## config.mk

```make
export PLATFORM = sky130hd
export DESIGN_NAME = pm_csr_reg
export DESIGN_NICKNAME = d
export VERILOG_FILES = /design/src/rtl/pm_csr_pkg.sv /design/src/rtl/pm_state_fsm.sv /design/src/rtl/pme_resume_bits.sv /design/src/rtl/pm_csr_reg.sv
export SDC_FILE = /design/constraint.sdc
export NUM_CORES = 1
export LEC_CHECK = 0
export ABC_AREA = 1
export BUFFER_PORTS_ARGS = -buffer_cell sky130_fd_sc_hd__buf_2
export CORE_MARGIN = 2
export CORE_UTILIZATION = 24
export DETAILED_ROUTE_END_ITERATION = 8
export GPL_TIMING_DRIVEN = 0
export MAX_ROUTING_LAYER = met4
export PLACE_DENSITY = 0.75
export SYNTH_ARGS = -nofsm -noshare
export SYNTH_HDL_FRONTEND = slang
export SYNTH_SLANG_ARGS = --single-unit
```

## constraint.sdc

```tcl
create_clock -name clk -period 0.92 [get_ports clk]
set_clock_uncertainty 0.15 [all_clocks]
set_input_delay 0.046 -clock clk [delete_from_list [all_inputs] [get_ports clk]]
set_output_delay 0.046 -clock clk [all_outputs]
set_load 0.05 [all_outputs]
```

## src/rtl/pm_csr_pkg.sv

```systemverilog
package pm_csr_pkg;

    typedef enum logic [1:0] {
        PS_D0    = 2'b00,
        PS_D3HOT = 2'b11
    } pwr_code_e;

    typedef enum logic [1:0] {
        ST_D0     = 2'd0,
        ST_D3HOT  = 2'd1,
        ST_RESUME = 2'd2
    } pm_state_e;

    localparam int unsigned PS_LSB     = 0;
    localparam int unsigned PME_EN_BIT = 8;
    localparam int unsigned PME_ST_BIT = 15;

endpackage

```

## src/rtl/pm_state_fsm.sv

```systemverilog
module pm_state_fsm
    import pm_csr_pkg::*;
(
    input  logic       clk,
    input  logic       rst_n,
    input  logic       ps_wr,
    input  logic [1:0] ps_wdata,
    output logic [1:0] ps_view,
    output logic       in_low_power,
    output logic       soft_rst
);

    pm_state_e state_q, state_d;

    // next state: reserved codes fall through and keep the state
    always_comb begin
        state_d = state_q;
        unique case (state_q)
            ST_D0: begin
                if (ps_wr && ps_wdata == PS_D3HOT) state_d = ST_D3HOT;
            end
            ST_D3HOT: begin
                if (ps_wr && ps_wdata == PS_D0) state_d = ST_RESUME;
            end
            ST_RESUME: begin
                if (ps_wr && ps_wdata == PS_D3HOT) state_d = ST_D3HOT;
                else                               state_d = ST_D0;
            end
            default: state_d = ST_D0;
        endcase
    end

    always_ff @(posedge clk or negedge rst_n) begin
        if (!rst_n) state_q <= ST_D0;
        else        state_q <= state_d;
    end

    always_comb begin
        ps_view      = PS_D0;
        in_low_power = 1'b0;
        soft_rst     = 1'b0;
        unique case (state_q)
            ST_D0:     ps_view = PS_D0;
            ST_D3HOT: begin
                ps_view      = PS_D3HOT;
                in_low_power = 1'b1;
            end
            ST_RESUME: soft_rst = 1'b1;
            default:   ps_view = PS_D0;
        endcase
    end

    p_d3_entry_r4: assert property (@(posedge clk) disable iff (!rst_n)
        (ps_wr && ps_wdata == PS_D3HOT) |=> in_low_power);

    p_rsvd_drop_r5: assert property (@(posedge clk) disable iff (!rst_n)
        (ps_wr && (ps_wdata == 2'b01 || ps_wdata == 2'b10) && state_q != ST_RESUME)
        |=> $stable(ps_view));

    p_wake_pulse_r6: assert property (@(posedge clk) disable iff (!rst_n)
        (ps_wr && ps_wdata == PS_D0 && in_low_power) |=> (soft_rst && !in_low_power));

    p_pulse_single_r6: assert property (@(posedge clk) disable iff (!rst_n)
        soft_rst |=> !soft_rst);

    p_same_state_r7: assert property (@(posedge clk) disable iff (!rst_n)
        (ps_wr && ps_wdata == PS_D0 && !in_low_power) |=> !soft_rst);

endmodule

```

## src/rtl/pme_resume_bits.sv

```systemverilog
module pme_resume_bits (
    input  logic clk,
    input  logic por_n,
    input  logic lane_wr,
    input  logic en_wdata,
    input  logic clr_wdata,
    input  logic pme_event,
    output logic pme_en,
    output logic pme_sts,
    output logic pme_req
);

    logic clr_hit;
    assign clr_hit = lane_wr && clr_wdata;

    always_ff @(posedge clk or negedge por_n) begin
        if (!por_n) begin
            pme_en  <= 1'b0;
            pme_sts <= 1'b0;
        end else begin
            if (lane_wr) pme_en <= en_wdata;
            // event beats a same-cycle write-one-to-clear
            if (pme_event)    pme_sts <= 1'b1;
            else if (clr_hit) pme_sts <= 1'b0;
        end
    end

    assign pme_req = pme_en & pme_sts;

    p_event_sets_r8: assert property (@(posedge clk) disable iff (!por_n)
        pme_event |=> pme_sts);

    p_clear_r8: assert property (@(posedge clk) disable iff (!por_n)
        (clr_hit && !pme_event) |=> !pme_sts);

    p_sts_hold_r11: assert property (@(posedge clk) disable iff (!por_n)
        (!pme_event && !clr_hit) |=> $stable(pme_sts));

    p_en_hold_r10: assert property (@(posedge clk) disable iff (!por_n)
        !lane_wr |=> $stable(pme_en));

endmodule

```

## src/rtl/pm_csr_reg.sv

```systemverilog
module pm_csr_reg
    import pm_csr_pkg::*;
#(
    parameter logic [5:0] REG_DWORD = 6'h15
) (
    input  logic        clk,
    input  logic        por_n,
    input  logic        func_rst_n,
    input  logic        cfg_wr,
    input  logic [5:0]  cfg_dw_addr,
    input  logic [31:0] cfg_wdata,
    input  logic [3:0]  cfg_be,
    output logic [31:0] cfg_rdata,
    input  logic        pme_event,
    output logic        pme_req,
    output logic        mem_io_block,
    output logic        irq_block,
    output logic        soft_rst
);

    localparam logic [31:0] LIVE_MASK = (32'h3 << PS_LSB) | (32'h1 << PME_EN_BIT)
                                      | (32'h1 << PME_ST_BIT);
    localparam logic [31:0] ZERO_MASK = ~LIVE_MASK;

    logic        fn_rst_n;
    logic        hit, ps_wr, pm_lane_wr;
    logic [1:0]  ps_view;
    logic        low_power;
    logic        pme_en, pme_sts;
    logic [31:0] reg_view;

    assign fn_rst_n   = por_n & func_rst_n;
    assign hit        = cfg_wr && (cfg_dw_addr == REG_DWORD);
    assign ps_wr      = hit && cfg_be[0];
    assign pm_lane_wr = hit && cfg_be[1];

    pm_state_fsm u_fsm (
        .clk          (clk),
        .rst_n        (fn_rst_n),
        .ps_wr        (ps_wr),
        .ps_wdata     (cfg_wdata[PS_LSB +: 2]),
        .ps_view      (ps_view),
        .in_low_power (low_power),
        .soft_rst     (soft_rst)
    );

    pme_resume_bits u_pme (
        .clk       (clk),
        .por_n     (por_n),
        .lane_wr   (pm_lane_wr),
        .en_wdata  (cfg_wdata[PME_EN_BIT]),
        .clr_wdata (cfg_wdata[PME_ST_BIT]),
        .pme_event (pme_event),
        .pme_en    (pme_en),
        .pme_sts   (pme_sts),
        .pme_req   (pme_req)
    );

    always_comb begin
        reg_view                 = '0;
        reg_view[PS_LSB +: 2]    = ps_view;
        reg_view[PME_EN_BIT]     = pme_en;
        reg_view[PME_ST_BIT]     = pme_sts;
    end

    assign cfg_rdata    = (cfg_dw_addr == REG_DWORD) ? reg_view : '0;
    assign mem_io_block = low_power;
    assign irq_block    = low_power;

    p_zero_bits_r3: assert property (@(posedge clk) disable iff (!por_n)
        (hit && ((|cfg_be[3:2]) || (|(cfg_wdata & ZERO_MASK))))
        |=> ((reg_view & ZERO_MASK) == '0));

    p_gates_agree_r4: assert property (@(posedge clk) disable iff (!fn_rst_n)
        (mem_io_block == irq_block) && !(soft_rst && mem_io_block));

    p_miss_no_write_r2: assert property (@(posedge clk) disable iff (!fn_rst_n)
        (cfg_wr && cfg_dw_addr != REG_DWORD && !pme_event) |=> $stable(reg_view));

endmodule

```

======== Word-level counts from Yosys, hierarchy flattened ========
Index checks and enable logic that the tools add are counted.
storage, ports and cells
  register bits ........................... 4
  latch bits .............................. 0
  RAM bits ................................ 0
  memory bits (read-only) ................. 0
  bits of input ports ..................... 47
  output and inout port bits .............. 36
  word-level logic and storage cells ...... 31
  memories ................................ 0
cells by class
  $add $sub $neg .......................... 0
  multiply operators ...................... 0
  div/mod/pow operators ................... 0
  magnitude comparators ................... 0
  equality and inequality tests ........... 6
  shift-type cells ........................ 0
  muxes and demuxes ....................... 10
  bitwise logic cells ..................... 2
  reductions and logical operators ........ 10
operator list
  operator            count
  $mux 16             1
  $eq 6x5->1 const B  1
  $logic_and 1x1->1   6
  $mux 2              3
  $pmux 2 s3          1
  $mux 1              5
  $eq 2x2->1 const B  2
  $logic_not 2->1     2
  $ne 2x1->1 const B  2
  $and 1x1->1         2
  $eq 2x1->1 const B  1
  $reduce_and 2->1    1
  $reduce_bool 2->1   1

======== Longest topological paths before layout ========
  word-level depth ........................ 6
  depth in mapped cells ................... 7
  depth with buffers taken out ............ 7

======== By module ========
From an unflattened synthesis, not the netlist that was laid out.
second synthesis, totals
  cell total of the unflattened synthesis .. 77
  area total of the unflattened synthesis .. 510.5 sq um
by module, submodules not included
  module           times used  cells an instance  area an instance (sq um)  sequential area each (sq um)
  pm_csr_reg       1           51                 311.5                     0.0
  pm_state_fsm     1           15                 113.9                     50.0
  pme_resume_bits  1           11                 85.1                      50.0

======== Worst setup path after synthesis ========
OpenSTA, ideal clock, no wires.
  path kind ............................... register -> output
  start ................................... reg u_fsm.state_q[1]
  end ..................................... out cfg_rdata[1]
  arrival ................................. 2308 ps
  data required time ...................... 724 ps
  slack ................................... -1584 ps
  stages on the path, launching flop included .. 5
  buffers on the path ..................... 1
  cells stage by stage .................... dfrtp_1 > nor2_1 > inv_1 > nor2_1 > buf_4
between the ends
  word-level cells in the longest chain between the ends .. 3
RTL lines
  element                 line                source
  start, declared         pm_state_fsm.sv:13  pm_state_e state_q, state_d;
  start signal, assigned  pm_state_fsm.sv:35  else state_q <= state_d;
  $eq 2x1->1              pm_state_fsm.sv:42  unique case (state_q)
  $mux 2                  pm_state_fsm.sv:42
  $mux 16                 pm_csr_reg.sv:66    assign cfg_rdata = (cfg_dw_addr == REG_DWORD) ? reg_view : '0;
  end, declared           pm_csr_reg.sv:13    output logic [31:0] cfg_rdata,
Every way passes these cells.

======== Final worst setup path ========
  start ................................... reg u_fsm.state_q[0]
  end ..................................... out cfg_rdata[1]
Same word-level chain as after synthesis.

==> flow_metrics.tcl <==
set metrics [dict create \
    worstPathMaxFanout 3 \
    rsz0062_at_grt "true" \
    dp_hpwl_um 873 \
    dpl-instance-area_um2 783 \
    die_h_um 49.7 \
    irDropWorstVdd_mv 0.667 \
    io_buffers 24 \
    fill_cells 207 \
    multi_input_area_um2 255 \
    whs_ns -0.0622 \
    final_common_cell "buf_4" \
    worstSetupEndpointType "output pin" \
    postRouteAntennaNets 0 \
    violations "hold timing, setup timing" \
    grt_first_pass_wirelength_um 1650 \
    core_um2 1960 \
    die_w_um 49.7 \
    die_area_um2 2470 \
    synth.ff_latch_count 4 \
    power_mw 0.912 \
    wire_per_inst_um 6.67 \
    antenna_found_initial 0 \
    grt_max_degree 6 \
    fmax_ghz 0.748 \
    worstPathArrival_ns 1.14 \
    finalMaxSlewViolations 0 \
    root_buffer "clkbuf_4" \
    routed_via_density 3.21 \
    finalHoldViolCount 2 \
    setup_viol 8 \
    syn2layout_area_growth_pct 87.3 \
    critPathKind "reg -> out" \
    syn_area_per_cell_um2 6.87 \
    hold_class "in -> reg" \
    gr-usage-all-layers_pct 9.26 \
    routabilityCongestion 0.702 \
    synth.distinct_cells 11 \
    setup_ws_ns -0.417 \
    ys_seq_area_share_pct 20.0 \
    first_pass_iters 3 \
    clk_latency_ns 0.23 \
    wirelength_um 1070 \
    vias 517 \
    dp_cells 151 \
    cts_tree "yes" \
    fin_area_um2 940 \
    syn-cell-area_um2 502 \
    powerDensity_nw_per_um2 971 \
    grt_pass1_vias 471 \
    drt_iter0_drc 3 \
    cts.path.max_buffers 2 \
    num_io_pins 83 \
    start_kind "flop" \
    grt_remaining_overflow 0 \
    yosys_warnings 0 \
    clkTransAtPathRegs_ns 0.04 \
    syn_inst 73 \
    htreeDepth 1 \
    required_ns 0.72 \
    power.leakage_nw 0.575 \
    cts_sinks 4 \
    mostFrequentLayoutCells "32 x buf_4, 28 x conb_1, 15 x buf_2" \
    drv_cap 0 \
    cts_inserted_buffers 3 \
    rows 16 \
    initial_core_util_pct 25.6 \
    status "finished, violations left" \
    drc 0 \
    antennaDiodeCount 0 \
    post-route-period-util_pct 145 \
    drive_above_1_share_pct 51.5 \
    cts-hold-fix-buffers 7 \
    nets 183 \
    stdcell_count 161 \
    min_period_ns 1.34 \
    layout.area.seq_um2 100 \
]
==> final timing paths <==
check                                  from               end  slack [ns]  depth (start not counted)
max reg2reg                u_fsm.state_q[0]  u_fsm.state_q[1]        0.04                          4
max in group asynchronous             por_n  u_fsm.state_q[1]        0.37                          4
min in group asynchronous             por_n     u_pme.pme_sts           0                          2
min                            cfg_wdata[0]  u_fsm.state_q[1]       -0.06                          4
min reg2reg                    u_pme.pme_en      u_pme.pme_en        0.37                          2
max                        u_fsm.state_q[0]      cfg_rdata[1]       -0.42                          6
==> through the flow <==
stage	util (%)	TNS [ns]	worst slack, ns
6_report	47.9	-2.35	-0.417
5_1_grt	47.9	-2.79	-0.494
3_3_place_gp	39.9	-1.48	-0.278
2_1_floorplan	-	-2.17	-0.581
3_5_place_dp	39.9	-1.69	-0.294
4_1_cts	48.0	-2.47	-0.436
==> worst max-delay path, stage by stage, from the launching register on <==
cell and delay [ns]:
dfrtp_1 0.35, inv_2 0.06, nor2_4 0.12, inv_2 0.06
nor2_4 0.09, buf_6 0.10, buf_8 0.13
==> flip-flops by register name (all words and copies together), names as in the netlist <==
name	cells
u_pme.pme_sts	1
u_pme.pme_en	1
u_fsm.state_q	2
==> where the power goes <==
group	switching [mW]	internal, mW	leakage, nW
Sequential	0.00449	0.183	0.0499
Combinational	0.346	0.164	0.511
Clock	0.0691	0.146	0.0138
==> per-layer routing <==
metal / vias up / track usage, % / part of all wire (%)
met5: - / - / 0
met4: 0 / 2.78 / 0
met3: 0 / 4.55 / 12
met2: 31 / 19.3 / 57
met1: 208 / 6.33 / 32
li1: 278 / - / -
==> kinds of logic after synthesis <==
| kind of cell | Yosys count | synth area share [%] |
|---|---|---|
| buf+inv | 42 | 53.9 |
| other cells | 1 | 0.747 |
| simple gates | 26 | 25.4 |
| flops | 4 | 20.0 |
==> final cells by class <==
cell class	instances	area share (%)
well taps	27	3.60
flip-flops and latches	4	10.7
clock buffers	3	2.40
plain buffers	30	24.4
repair buffers	31	27.0
inverters	12	4.79
multi-input cells	54	27.2
==> synth_stat cells, drive strengths merged <==
master	n	area (µm²)
buf	30	225
inv	12	45.0
nand2	11	41.3
nor2	10	50.1
dfrtp	4	100
nand3	4	30.0
conb	1	3.75
nand4	1	6.26
==> what timing repair did <==
action | CTS | global route
pin swaps | 1 | 1
buffers inserted | 1 | 0
hold endpoints to repair | 8 | 3
gates cloned | 0 | 0
endpoints found under the setup margin | 8 | 10
gates resized for setup | 19 | 2
No activity file was read; power rests on OpenSTA's default activity.
